===== config.mk =====
export PLATFORM = sky130hd
export DESIGN_NAME = rstvec_seq
export DESIGN_NICKNAME = d
export VERILOG_FILES = /design/src/rtl/rstvec_pkg.sv /design/src/rtl/rstvec_arb.sv /design/src/rtl/rstvec_fsm.sv /design/src/rtl/rstvec_vreg.sv /design/src/rtl/rstvec_seq.sv
export SDC_FILE = /design/constraint.sdc
export NUM_CORES = 1
export LEC_CHECK = 0
export ABC_AREA = 1
export BUFFER_PORTS_ARGS = -buffer_cell sky130_fd_sc_hd__buf_2
export CAP_MARGIN = 20
export CORE_MARGIN = 2
export CORE_UTILIZATION = 44
export CTS_BUF_LIST = sky130_fd_sc_hd__clkbuf_8
export DETAILED_ROUTE_END_ITERATION = 6
export PLACE_DENSITY_LB_ADDON = 0.05
export REMOVE_ABC_BUFFERS = 1
export SETUP_SLACK_MARGIN = 0.15
export SYNTH_ARGS = -nofsm -noshare
export SYNTH_HDL_FRONTEND = slang
export SYNTH_SLANG_ARGS = --single-unit

===== constraint.sdc =====
create_clock -name clk -period 2.5 [get_ports clk]
set_input_delay 0.5 -clock clk [delete_from_list [all_inputs] [get_ports clk]]
set_output_delay 0.5 -clock clk [all_outputs]
set_load 0.01 [all_outputs]

===== src/rtl/rstvec_pkg.sv =====
package rstvec_pkg;
   typedef enum logic [2:0] {
      ST_HOLD, ST_VHI, ST_VLO, ST_PROC, ST_FETCH, ST_WAIT, ST_RUN
   } seq_state_t;

   typedef enum logic {
      RK_POWER, RK_MANUAL
   } rst_kind_t;
endpackage


===== src/rtl/rstvec_arb.sv =====
module rstvec_arb
   import rstvec_pkg::*;
(
   input  logic      clk,
   input  logic      por_rst,
   input  logic      man_rst,
   output logic      rst_any,
   output rst_kind_t kind
);
   assign rst_any = por_rst | man_rst;

   // power-on has priority when both are raised
   always_ff @(posedge clk) begin
      if (por_rst)      kind <= RK_POWER;
      else if (man_rst) kind <= RK_MANUAL;
   end
endmodule


===== src/rtl/rstvec_fsm.sv =====
module rstvec_fsm
   import rstvec_pkg::*;
#(
   parameter int PROC_CYC = 2
) (
   input  logic       clk,
   input  logic       rst_any,
   input  logic       mem_ack,
   input  logic       insn_done,
   output seq_state_t state,
   output logic       hi_we,
   output logic       lo_we
);
   seq_state_t nxt;
   logic       proc_last;

   generate
      if (PROC_CYC == 1) begin : g_proc_one
         assign proc_last = 1'b1;
      end else begin : g_proc_cnt
         localparam int CW = $clog2(PROC_CYC);
         logic [CW-1:0] cnt;
         always_ff @(posedge clk) begin
            if (rst_any || state != ST_PROC) cnt <= '0;
            else                             cnt <= cnt + 1'b1;
         end
         assign proc_last = (cnt == CW'(PROC_CYC - 1));
      end
   endgenerate

   always_comb begin
      nxt = state;
      unique case (state)
         ST_HOLD:  nxt = ST_VHI;
         ST_VHI:   if (mem_ack)   nxt = ST_VLO;
         ST_VLO:   if (mem_ack)   nxt = ST_PROC;
         ST_PROC:  if (proc_last) nxt = ST_FETCH;
         ST_FETCH: nxt = ST_WAIT;
         ST_WAIT:  if (insn_done) nxt = ST_RUN;
         ST_RUN:   nxt = ST_RUN;
         default:  nxt = ST_HOLD;
      endcase
   end

   always_ff @(posedge clk) begin
      if (rst_any) state <= ST_HOLD;
      else         state <= nxt;
   end

   assign hi_we = (state == ST_VHI) && mem_ack && !rst_any;
   assign lo_we = (state == ST_VLO) && mem_ack && !rst_any;
endmodule


===== src/rtl/rstvec_vreg.sv =====
module rstvec_vreg #(
   parameter int DW = 16
) (
   input  logic            clk,
   input  logic            rst_any,
   input  logic            hi_we,
   input  logic            lo_we,
   input  logic [DW-1:0]   rdata,
   output logic [2*DW-1:0] start_addr
);
   logic [DW-1:0] hi_q, lo_q;

   always_ff @(posedge clk) begin
      if (rst_any) begin
         hi_q <= '0;
         lo_q <= '0;
      end else begin
         if (hi_we) hi_q <= rdata;
         if (lo_we) lo_q <= rdata;
      end
   end

   assign start_addr = {hi_q, lo_q};
endmodule


===== src/rtl/rstvec_seq.sv =====
module rstvec_seq
   import rstvec_pkg::*;
#(
   parameter int AW       = 24,
   parameter int DW       = 16,
   parameter int PROC_CYC = 2,
   parameter int POR_VEC  = 0,
   parameter int MAN_VEC  = 4
) (
   input  logic            clk,
   input  logic            por_rst,
   input  logic            man_rst,
   output logic            mem_req,
   output logic [AW-1:0]   mem_addr,
   input  logic            mem_ack,
   input  logic [DW-1:0]   mem_rdata,
   output logic [2*DW-1:0] start_addr,
   output logic            fetch_en,
   output logic            irq_mask,
   input  logic            insn_done
);
   localparam int WORD_STEP = DW / 8;

   generate
      if (DW % 8 != 0 || DW < 8) begin : g_bad_dw
         $error("rstvec_seq: DW must be a whole number of bytes");
      end
      if (AW < 4) begin : g_bad_aw
         $error("rstvec_seq: AW too small for the vector locations");
      end
      if (PROC_CYC < 1) begin : g_bad_proc
         $error("rstvec_seq: PROC_CYC must be at least 1");
      end
      if (POR_VEC == MAN_VEC) begin : g_bad_vec
         $error("rstvec_seq: the two vector pairs must differ");
      end
   endgenerate

   logic       rst_any;
   rst_kind_t  kind;
   seq_state_t state;
   logic       hi_we, lo_we;
   logic [AW-1:0] base;

   rstvec_arb u_arb (
      .clk(clk), .por_rst(por_rst), .man_rst(man_rst),
      .rst_any(rst_any), .kind(kind)
   );

   rstvec_fsm #(.PROC_CYC(PROC_CYC)) u_fsm (
      .clk(clk), .rst_any(rst_any), .mem_ack(mem_ack),
      .insn_done(insn_done), .state(state), .hi_we(hi_we), .lo_we(lo_we)
   );

   rstvec_vreg #(.DW(DW)) u_vreg (
      .clk(clk), .rst_any(rst_any), .hi_we(hi_we), .lo_we(lo_we),
      .rdata(mem_rdata), .start_addr(start_addr)
   );

   assign base     = (kind == RK_POWER) ? AW'(POR_VEC) : AW'(MAN_VEC);
   assign mem_addr = base + ((state == ST_VLO) ? AW'(WORD_STEP) : '0);
   assign mem_req  = (state == ST_VHI) || (state == ST_VLO);
   assign fetch_en = (state == ST_FETCH);
   assign irq_mask = (state != ST_RUN);
endmodule


Word-level counts from Yosys, hierarchy flattened
Cells that the tools add are included.
{ "word_totals": {"regBits": 37, "input_bits": 21, "out_inout_bits": 59} }
{ "classes": {"add_sub_neg": 2, "n_eq_ne": 12, "mux": 7, "bitwise_logic": 1, "reduce_logical": 9} }
{ "ops": {"columns": ["op", "n"], "rows": [
  ["3-bit case mux with 7 select lines", 1],
  ["3-bit two-way mux", 5],
  ["3-bit == test (second input constant)", 3],
  ["3-bit by 2-bit == test with 1-bit output (second input constant)", 2],
  ["2-bit != test (second input constant)", 3],
  ["3-bit by 2-bit adder with 4-bit output", 1],
  ["1-bit logical AND", 4],
  ["4-bit AND reduction", 1],
  ["3-bit by 1-bit == test with 1-bit output (second input constant)", 1],
  ["3-bit zero test", 1],
  ["3-bit by 2-bit != test with 1-bit output (second input constant)", 1],
  ["3-bit != test (second input constant)", 1],
  ["1-bit logical OR", 2],
  ["2-bit two-way mux", 1],
  ["2-bit by 1-bit != test with 1-bit output (second input constant)", 1],
  ["1-bit adder (second input constant)", 1],
  ["1-bit zero test", 1],
  ["1-bit OR", 1]
]} }

Longest topological paths before layout
Gate-level depths: netlist (run 1).
{ "depth": {"word_depth": 3, "mapped_depth": 8, "ltp_nobuf": 8} }

Modules after synthesis
From an unflattened synthesis (run 1), not the netlist that was laid out.
{ "unflattened": {"cells_unflattened": 274, "area_unflattened_um2": 1824.2} }
{ "modules_own_cells": {"columns": ["mod", "n_inst", "cells_each", "area_per_inst_um2"], "rows": [
  ["rstvec_vreg", 1, 186, 1267.5],
  ["rstvec_fsm", 1, 51, 299.0],
  ["rstvec_seq", 1, 33, 224.0],
  ["rstvec_arb", 1, 4, 33.8]
]} }

Worst setup path after synthesis (run 1)
No wires, ideal clock.
{ "synth_path": {"kind": "input-to-reg", "start": "in man_rst", "end": "reg u_vreg.hi_q[1]", "setup_ns": 0.114, "t_arrival_ns": 1.204, "required_ns": 2.386, "path_slack_ns": 1.182, "stages": 7, "path_cell_list": "nor2_4 inv_2 nor2_8 nand3_4 buf_6 nand3_2 o21ai_2"} }
{ "synth_between": {"elab_chain_len": 3} }
{ "synth_lines": {"columns": ["item", "line_no", "source"], "rows": [
  ["from (decl)", "rstvec_seq.sv:12", "input logic man_rst,"],
  ["1-bit OR (*)", "rstvec_arb.sv:10", "assign rst_any = por_rst | man_rst;"],
  ["1-bit zero test", "rstvec_fsm.sv:50", "assign hi_we = (state == ST_VHI) && mem_ack && !rst_any;"],
  ["1-bit logical AND", "rstvec_fsm.sv:50", null],
  ["to (signal assigned)", "rstvec_vreg.sv:18", "if (hi_we) hi_q <= rdata;"],
  ["to (decl)", "rstvec_vreg.sv:11", "logic [DW-1:0] hi_q, lo_q;"]
]} }
Mark *: on every way between the ends. The rest lies on a longest branch, timed or not.
A chain may end at the register's enable or synchronous reset.

Worst setup path after layout (run 1)
{ "layout_path": {"start": "reg u_fsm.state[2]", "end": "out fetch_en"} }
{ "layout_between": {"elab_chain_len": 1} }
{ "layout_lines": {"columns": ["item", "line_no", "source"], "rows": [
  ["from (decl)", "rstvec_fsm.sv:10", "output seq_state_t state,"],
  ["from (signal assigned)", "rstvec_fsm.sv:47", "else state <= nxt;"],
  ["3-bit == test", "rstvec_seq.sv:63", "assign fetch_en = (state == ST_FETCH);"],
  ["to (decl)", "rstvec_seq.sv:18", "output logic fetch_en,"]
]} }
No other way between the ends.

==> results of run 1 <==
flip-flops by register name, summed over array words and instances, names as in the netlist:
register	flops
u_vreg.hi_q	16
u_vreg.lo_q	16
u_fsm.state	3
u_arb.kind	1
u_fsm.g_proc_cnt.cnt	1
final timing paths:
check,startpoint,end,depth (start not counted)
max,u_fsm.state[2]$_SDFFE_PN0P_,fetch_en,3
min,por_rst,u_arb.kind$_SDFFE_PP0P_,2
max reg2reg,u_fsm.state[0]$_SDFFE_PN0P_,u_vreg.hi_q[6]$_SDFFE_PN0P_,5
min reg2reg,u_fsm.g_proc_cnt.cnt$_SDFF_PP0_,u_fsm.g_proc_cnt.cnt$_SDFF_PP0_,1
layout by cell type, fill, tap and decap left out, drive strengths merged:
cell type / count
a21oi: 2
inv: 31
dfxtp: 37
nor3: 2
nand2: 11
clkbuf: 5
buf: 58
o21ai: 32
nor4: 1
nor2: 10
nand3: 37
xor2: 1
conb: 22
where the power goes:
part	total [W]	switching [W]	internal [W]	leakage (nW)
clock	0.000376	0.000191	0.000185	0.0519
combinational	0.000103	0.0000713	0.0000313	0.690
sequential	0.000604	0.00000592	0.000598	0.299
area by class of cell:
class	count	area (um^2)
clock inverters	3	11.3
well taps	48	60.1
repair buffers	58	293
multi-input cells	118	741
fillers	383	1720
inverters	28	105
clock buffers	5	68.8
flip-flops and latches	37	741
kinds of logic after synthesis:
logic type / synth area share [%]
flops: 42.0
compound gates: 14.3
buf+inv: 20.4
xor+xnor: 0.497
other cells: 0.213
simple gates: 22.5
per-stage QoR:
step | instances | hold slack, ps
after floorplan | 183 | 401
after global placement | 289 | 419
final | 297 | 418
after global routing | 297 | 417
after detailed placement | 289 | 416
after CTS | 297 | 409
layer usage:
layer / up-vias / routed length [um]
li1: 688 / -
met1: 555 / 1400
met2: 50 / 1380
met3: 4 / 248
met4: 0 / 44
met5: - / 0
==> impl_metrics.csv, run 1 <==
group,metric,value,unit
outcome,status,"complete, no violations",
floorplanning,fp.dieW,67.3,um
cts,clkTransAtPathRegs,70,ps
synth,synth-async-reset-ratio,0,%
floorplanning,die_y,67.3,um
routing,via_per_inst,4.37,
final_layout,syn_to_final_growth,14.6,%
placed_design,dp_hpwl,2230,um
cts,root_buffer,"clkbuf_8",
worst_setup_path,crit_type,"flop to primary output",
cts,tritoncts,"yes",
synth,ys_seq_area_share,42.0,%
floorplanning,start_util,47.1,%
global_routing,overflow,0,
final_layout,layout-drive-gt1-share,43.4,%
power,peakVddDrop,0.000386,V
routing,dr.first_iter.drc_count,70,
cts,clk_path_buf_depth,2,
synth,yosys_most_used_dff,"dfxtp_1",
synth,synth-edff-count,0,
timing,rsz0062_at_grt,"false",
worst_setup_path,cp_cell_sequence,"inv_2 > nor3_1 > buf_2",
power,total_power,0.00108,W
cts,cts.sinks,37,
worst_setup_path,end_kind,"primary output",
final_layout,final_nets,269,
routing,dr.pass1.iters,4,
timing,relSlewSlack,64.5,%
worst_setup_path,crit_slowest_cell,"dfxtp_1",
worst_setup_path,critPathMaxFanout,7,
routing,routedWlPerCell,10.3,um
synth,yosysUniqueCellTypes,23,
placed_design,port_buffers,57,
synth,ys.warnings.count,0,
synth,synth_top_cells_by_area,"dfxtp_1 42%, o21ai_2 11%, buf_4 9.8%",
power,power_density,536,nW/um^2
final_layout,final_cell_area,2020,um^2
final_layout,antenna_cells,0,
timing,finalSetupViolCount,0,
placed_design,placed_cell_area,1940,um^2
synth,synth_most_common_cell,"dfxtp_1",
floorplanning,rows,22,
worst_setup_path,cpPeakStageDelay,470,ps
hold_path,hold_class,"primary input to flop",
global_routing,grt_pass1_vias,1174,
worst_setup_path,path_delay_family,"flip-flops",
cts,cts_resized,0,
timing,worstMarginPinSlew,532,ps
synth,syn_avg_cell_area,9.08,um^2
global_routing,top_usage_layer,"met2",
cts,worstSkewPairLatency,280,ps
timing,finalMaxSlewViolations,0,
cts,cts_buffers,5,
synth,syn_inst,194,
routing,drt_wl_total,3070,um
routing,num_vias,1297,
worst_setup_path,worst-path-buf-inv,2,
synth,syn_area,1760,um^2
floorplanning,core_area,3740,um^2
synth,yosys_register_bits,37,
timing,hold_violations,0,
power,p_leak,1.04,nW
timing,fmax,595,MHz
cts,ctsHoldBuffers,0,
worst_setup_path,arrival,1180,ps
synth,synth_top_area_share,42.0,%
global_routing,grt_first_pass_wirelength,5000,um
global_routing,antenna_found_initial,0,
worst_setup_path,r2r_setup_slack,1050,ps
timing,post-route-period-util,67.2,%
final_layout,final_util,53.9,%
global_routing,use_met2,24.0,%
routing,drc,0,
worst_setup_path,worst_setup_path_start_kind,"flop",
timing,fin_crit,1680,ps
global_routing,grt_max_degree,35,
synth,yosysTopAreaCell,"dfxtp_1",
placed_design,dp_slack,712,ps
timing,setup_ws,820,ps
floorplanning,io_pins,80,
routing,detail-route-antenna-nets,0,
global_routing,grtUsageTotal,15.1,%
timing,finClkSkew,4.53,ps
global_routing,grtUsageMet1,17.1,%
cts,postCtsSetupBuffers,0,
floorplanning,die_area,4530,um^2
global_routing,use_met3,6.50,%
cts,htree_levels,2,
job,cap_violations,0,
timing,setup-tns-final,0,ps
worst_setup_path,cp.required,2000,ps
placed_design,finalWeightedCongestion,0.736,
synth,yosys-top-cells-count,"37 x dfxtp_1, 24 x inv_1, 23 x buf_4, 22 x nand3_1, 22 x o21ai_2",
(Power assumes the default switching activity.)
==> run 2: changes to the inputs <==
==> constraint.sdc (replaced) <==
create_clock -name clk -period 1.4 [get_ports clk]
set_input_delay 0.28 -clock clk [delete_from_list [all_inputs] [get_ports clk]]
set_output_delay 0.28 -clock clk [all_outputs]
set_load 0.01 [all_outputs]
==> run 2 against run 1 <==
Power grew 83%; routed wire length grew 13%; count of clock-buffer cells in the layout is the same; utilization grew 5.6 points; clock power grew 82%; sequential power grew 79%; largest power group unchanged; sequential cell count is the same.
==> impl_metrics.csv, run 2 (same netlist as run 1, synthesis figures left out) <==
group,metric,value,unit
final_layout,final_cell_mix,"55 x buf_2, 34 x dfxtp_1, 22 x o21ai_2, 22 x conb_1",
timing,fin_crit,1350,ps
floorplanning,rows,22,
final_layout,nFillCells,356,
worst_setup_path,end_kind,"primary output",
cts,root_buffer,"clkbuf_8",
worst_setup_path,timing.critical_path.mode_cell,"nand2_4",
placed_design,port_buffers,57,
floorplanning,core_area,3740,um^2
final_layout,final_nets,279,
timing,post-route-period-util,96.6,%
routing,detail-route-antenna-nets,0,
worst_setup_path,cpPeakStageDelay,370,ps
cts,cts.sinks,37,
timing,finalSetupViolCount,0,
cts,clkTransAtPathRegs,70,ps
routing,dr.pass1.iters,5,
outcome,status,"complete, no violations",
worst_setup_path,cp.required,1120,ps
global_routing,grt_first_pass_wirelength,5020,um
cts,clk_path_buf_depth,2,
hold_path,hold_class,"primary input to flop",
global_routing,grtUsageTotal,15.2,%
timing,finalMaxSlewViolations,0,
placed_design,finalWeightedCongestion,0.744,
timing,finClkSkew,5.96,ps
global_routing,grt_max_degree,33,
final_layout,layout-drive-gt1-share,51.7,%
routing,via_per_inst,4.47,
worst_setup_path,crit_type,"flop to primary output",
cts,cts_buffers,5,
job,cap_violations,0,
placed_design,dp_hpwl,2340,um
worst_setup_path,critPathMaxFanout,4,
final_layout,final_common_cell,"buf_2",
placed_design,dp_cells,292,
power,peakVddDrop,0.000657,V
floorplanning,die_y,67.3,um
final_layout,final_util,59.5,%
routing,num_vias,1373,
final_layout,top_regs,"u_vreg.hi_q (16), u_vreg.lo_q (16), u_fsm.state (3)",
timing,hold_violations,0,
global_routing,grt_pass1_vias,1163,
power,power_density,890,nW/um^2
routing,dr.first_iter.drc_count,48,
routing,drc,0,
worst_setup_path,cp_cell_sequence,"inv_4 > nand2_4 > nand2_4 > inv_2 > nor2_1 > buf_2",
floorplanning,io_pins,80,
routing,drt_wl_total,3480,um
cts,htree_levels,2,
final_layout,finalNonFillerCells,307,
floorplanning,fp.dieW,67.3,um
floorplanning,die_area,4530,um^2
timing,setup_ws,47.9,ps
worst_setup_path,crit_slowest_cell,"dfxtp_4",
power,total_power,0.00198,W
power,p_leak,1.13,nW
placed_design,dp_slack,96.1,ps
global_routing,overflow,0,
timing,fmax,740,MHz
routing,routedWlPerCell,11.3,um
floorplanning,start_util,47.1,%
worst_setup_path,arrival,1070,ps
cts,ctsHoldBuffers,0,
final_layout,antenna_cells,0,
final_layout,syn_to_final_growth,26.5,%
cts,tritoncts,"yes",
cts,worstSkewPairLatency,280,ps
timing,rsz0062_at_grt,"true",
timing,hold_ws,196,ps
worst_setup_path,worst_setup_path_start_kind,"flop",
global_routing,antenna_found_initial,0,
-- run 2: cell count changes in the layout (fill, tap and decap cells not counted), moves of 3 or more --
cell,change
buf_4,+6
inv_1,-6
nand2_1,-4
dfxtp_1,-3
dfxtp_4,+3
nand2_4,+3
-- run 2: power breakdown --
group	internal [W]	leakage (nW)	total, W	switching [W]
sequential	0.00106	0.301	0.00108	0.0000128
clock	0.000337	0.0491	0.000685	0.000348
combinational	0.0000796	0.784	0.000222	0.000142
-- run 2: layout make-up --
cell class	instances	area, um^2	area share [%]
Tap cell	48	60.1	2.70
Clock inverter	3	13.8	0.618
Sequential cell	37	752	33.7
Multi-Input combinational cell	118	783	35.1
Inverter	28	110	4.94
Clock buffer	5	68.8	3.09
Timing Repair Buffer	68	440	19.8
-- run 2: metal layers --
layer / wire length [um] / global-route usage (%) / share of wire [%]
met1: 1500 / 17.0 / 43
met2: 1700 / 25.1 / 49
met3: 248 / 6.67 / 7.1
met4: 36 / 6.12 / 1.0
met5: 0 / 0 / 0
-- run 2: final timing paths --
kind | startpoint | endpoint | slack (ps) | depth (start not counted)
worst max register to register | u_fsm.state[0]$_SDFFE_PN0P_ | u_vreg.lo_q[3]$_SDFFE_PN0P_ | 180 | 6
worst max-delay path | u_fsm.state[0]$_SDFFE_PN0P_ | mem_req | 50 | 6
worst min register to register | u_fsm.g_proc_cnt.cnt$_SDFF_PP0_ | u_fsm.g_proc_cnt.cnt$_SDFF_PP0_ | 450 | 1
worst min-delay path | por_rst | u_arb.kind$_SDFFE_PP0P_ | 200 | 2
-- run 2: what timing repair did --
action,4_1_cts,5_1_grt
gates resized for setup,14,14
pin swaps,1,4
setup buffers,5,0
setup endpoints to repair,19,16
cloned,0,2
-- run 2: per-stage QoR --
stage	TNS, ps	area, um^2
after global placement	0	1970
final	0	2230
after floorplan	-10600	1590
after CTS	0	2130
after global routing	-12.9	2230
after detailed placement	0	1970
-- run 2: critical path: cells and delay by family, from the launching register on --
family	cells	cell delay, ps
flip-flops	1	370
buffers and inverters	3	220
AND/OR/NAND/NOR	3	200
==> run 3: changes to the inputs <==
--- a/config.mk
+++ b/config.mk
@@ -14,7 +14,7 @@
 export DETAILED_ROUTE_END_ITERATION = 6
 export PLACE_DENSITY_LB_ADDON = 0.05
 export REMOVE_ABC_BUFFERS = 1
-export SETUP_SLACK_MARGIN = 0.15
+export SETUP_SLACK_MARGIN = 0.02
 export SYNTH_ARGS = -nofsm -noshare
 export SYNTH_HDL_FRONTEND = slang
 export SYNTH_SLANG_ARGS = --single-unit
==> constraint.sdc (replaced) <==
create_clock -name clk -period 1.4 [get_ports clk]
set_input_delay 0.28 -clock clk [delete_from_list [all_inputs] [get_ports clk]]
set_output_delay 0.28 -clock clk [all_outputs]
set_load 0.1 [all_outputs]
==> run 3 against run 2 <==
The flow now finishes with violations (setup timing); clock power decreased by 3.5%; global-route usage increased by 1.3 points; final cell count rose by 0.65%; power increased by 17%; via count fell by 0.51%; worst setup slack got worse by 99 ps; largest cell class unchanged; utilization is 0.33 points higher; critical path depth unchanged.
==> impl_metrics.csv, run 3 (same netlist as run 1, synthesis figures left out) <==
group,metric,value,unit
outcome,status,"complete, but fails checks",
outcome,violations,"setup timing",
placed_design,port_buffers,57,
power,power_density,1040,nW/um^2
routing,drc,0,
worst_setup_path,crit_slowest_cell,"dfxtp_4",
worst_setup_path,critPathMaxFanout,4,
timing,post-route-period-util,104,%
worst_setup_path,cp_cell_sequence,"inv_2 > nand2_4 > nand2_2 > inv_2 > nor2_4 > buf_12",
floorplanning,start_util,47.1,%
floorplanning,rows,22,
final_layout,top_regs,"u_vreg.hi_q (16), u_vreg.lo_q (16), u_fsm.state (3)",
final_layout,final_cell_mix,"50 x buf_2, 34 x dfxtp_1, 23 x inv_1",
cts,cts_buffers,5,
job,cap_violations,0,
worst_setup_path,worst-path-buf-inv,3,
cts,root_buffer,"clkbuf_8",
power,peakVddDrop,0.000530,V
power,p_leak,1.11,nW
routing,num_vias,1366,
worst_setup_path,cp.required,1120,ps
worst_setup_path,rr_endpoint,"u_fsm.state[2]$_SDFFE_PN0P_",
floorplanning,core_area,3740,um^2
final_layout,syn_to_final_growth,27.2,%
power,total_power,0.00232,W
floorplanning,fp.dieW,67.3,um
worst_setup_path,worst_setup_path_start_kind,"flop",
cts,ctsHoldBuffers,0,
final_layout,final_cell_area,2240,um^2
global_routing,grt_max_degree,33,
worst_setup_path,r2r_setup_slack,170,ps
worst_setup_path,arrival,1170,ps
global_routing,grt_first_pass_wirelength,5690,um
cts,htree_levels,2,
floorplanning,die_area,4530,um^2
routing,routedWlPerCell,10.5,um
cts,clk_path_buf_depth,2,
global_routing,grtUsageTotal,16.5,%
cts,cts.sinks,37,
routing,detail-route-antenna-nets,0,
timing,finalSetupViolCount,2,
hold_path,hold_class,"primary input to flop",
worst_setup_path,worstSetupStartpoint,"u_fsm.state[0]$_SDFFE_PN0P_",
final_layout,layout-drive-gt1-share,51.0,%
worst_setup_path,end_kind,"primary output",
worst_setup_path,path_delay_family,"flip-flops",
routing,via_per_inst,4.42,
placed_design,finalWeightedCongestion,0.792,
timing,hold_violations,0,
timing,setup-tns-final,-96.3,ps
floorplanning,io_pins,80,
worst_setup_path,crit_path_end,"mem_req",
global_routing,overflow,0,
final_layout,final_nets,281,
worst_setup_path,cpPeakStageDelay,360,ps
timing,finClkSkew,2.15,ps
cts,tritoncts,"yes",
final_layout,antenna_cells,0,
worst_setup_path,r2r_cells,6,
placed_design,dp_slack,87.1,ps
routing,dr.pass1.iters,3,
timing,rsz0062_at_grt,"true",
cts,worstSkewPairLatency,280,ps
placed_design,dp_hpwl,2440,um
worst_setup_path,cp.depth,6,
global_routing,antenna_found_initial,0,
worst_setup_path,rr_startpoint,"u_fsm.state[1]$_SDFFE_PN0P_",
routing,dr.first_iter.drc_count,48,
worst_setup_path,timing.critical_path.mode_cell,"inv_2",
cts,clkTransAtPathRegs,70,ps
routing,drt_wl_total,3240,um
floorplanning,die_y,67.3,um
global_routing,grt_pass1_vias,1327,
worst_setup_path,crit_type,"flop to primary output",
timing,setup_ws,-51.4,ps
timing,finalMaxSlewViolations,0,
placed_design,placed_cell_area,2050,um^2
final_layout,final_common_cell,"buf_2",
timing,fmax,689,MHz
timing,fin_crit,1450,ps
-- run 3: through the flow --
step | instances | utilization, % | hold WS [ps]
finish | 309 | 59.9 | 202
floorplan | 183 | - | 352
global route | 309 | 59.9 | 211
global placement | 296 | 54.8 | 417
detailed placement | 296 | 54.8 | 414
CTS | 308 | 59.1 | 197
-- run 3: timing repair --
action                     CTS  global route
setup endpoints to repair    4            23
resized for setup           18             7
pin swaps                    5             5
buffers inserted             5             1
-- run 3: layout make-up --
type                       instances  area [um^2]
tap                               48         60.1
clock buffer                       5         68.8
inverter                          28          105
sequential                        37          749
timing repair buffer              70          458
multi-input combinational        118          788
fill                             356         1500
clock inverter                     3         11.3
-- run 3: worst min-delay path by stage --
stage                                    start  depth (start not counted)                         endpoint  slack [ps]
6_report                               por_rst                          2          u_arb.kind$_SDFFE_PP0P_         200
5_1_grt                                por_rst                          2          u_arb.kind$_SDFFE_PP0P_         210
4_1_cts                                por_rst                          2          u_arb.kind$_SDFFE_PP0P_         200
3_5_place_dp   u_fsm.g_proc_cnt.cnt$_SDFF_PP0_                          1  u_fsm.g_proc_cnt.cnt$_SDFF_PP0_         410
3_3_place_gp   u_fsm.g_proc_cnt.cnt$_SDFF_PP0_                          1  u_fsm.g_proc_cnt.cnt$_SDFF_PP0_         420
2_1_floorplan                          por_rst                          1          u_arb.kind$_SDFFE_PP0P_         350
-- run 3: worst register-to-register path, delay by kind of cell (launching register included) --
family	cells	cell delay [ps]
AO/OA/AOI/OAI	1	140
buffers and inverters	1	120
flip-flops	1	360
AND/OR/NAND/NOR	4	520
-- run 3: per-layer routing --
layer,up-vias,wire [um],track usage (%)
met3,5,196,4.67
met1,600,1400,19.0
met5,-,0,0
met2,46,1600,29.2
met4,0,42,5.61
li1,715,-,-
-- run 3: power breakdown --
group	internal (W)	switching (W)	total, W
Sequential	0.00107	0.0000122	0.00108
Combinational	0.0000965	0.000483	0.000580
Clock	0.000331	0.000330	0.000661
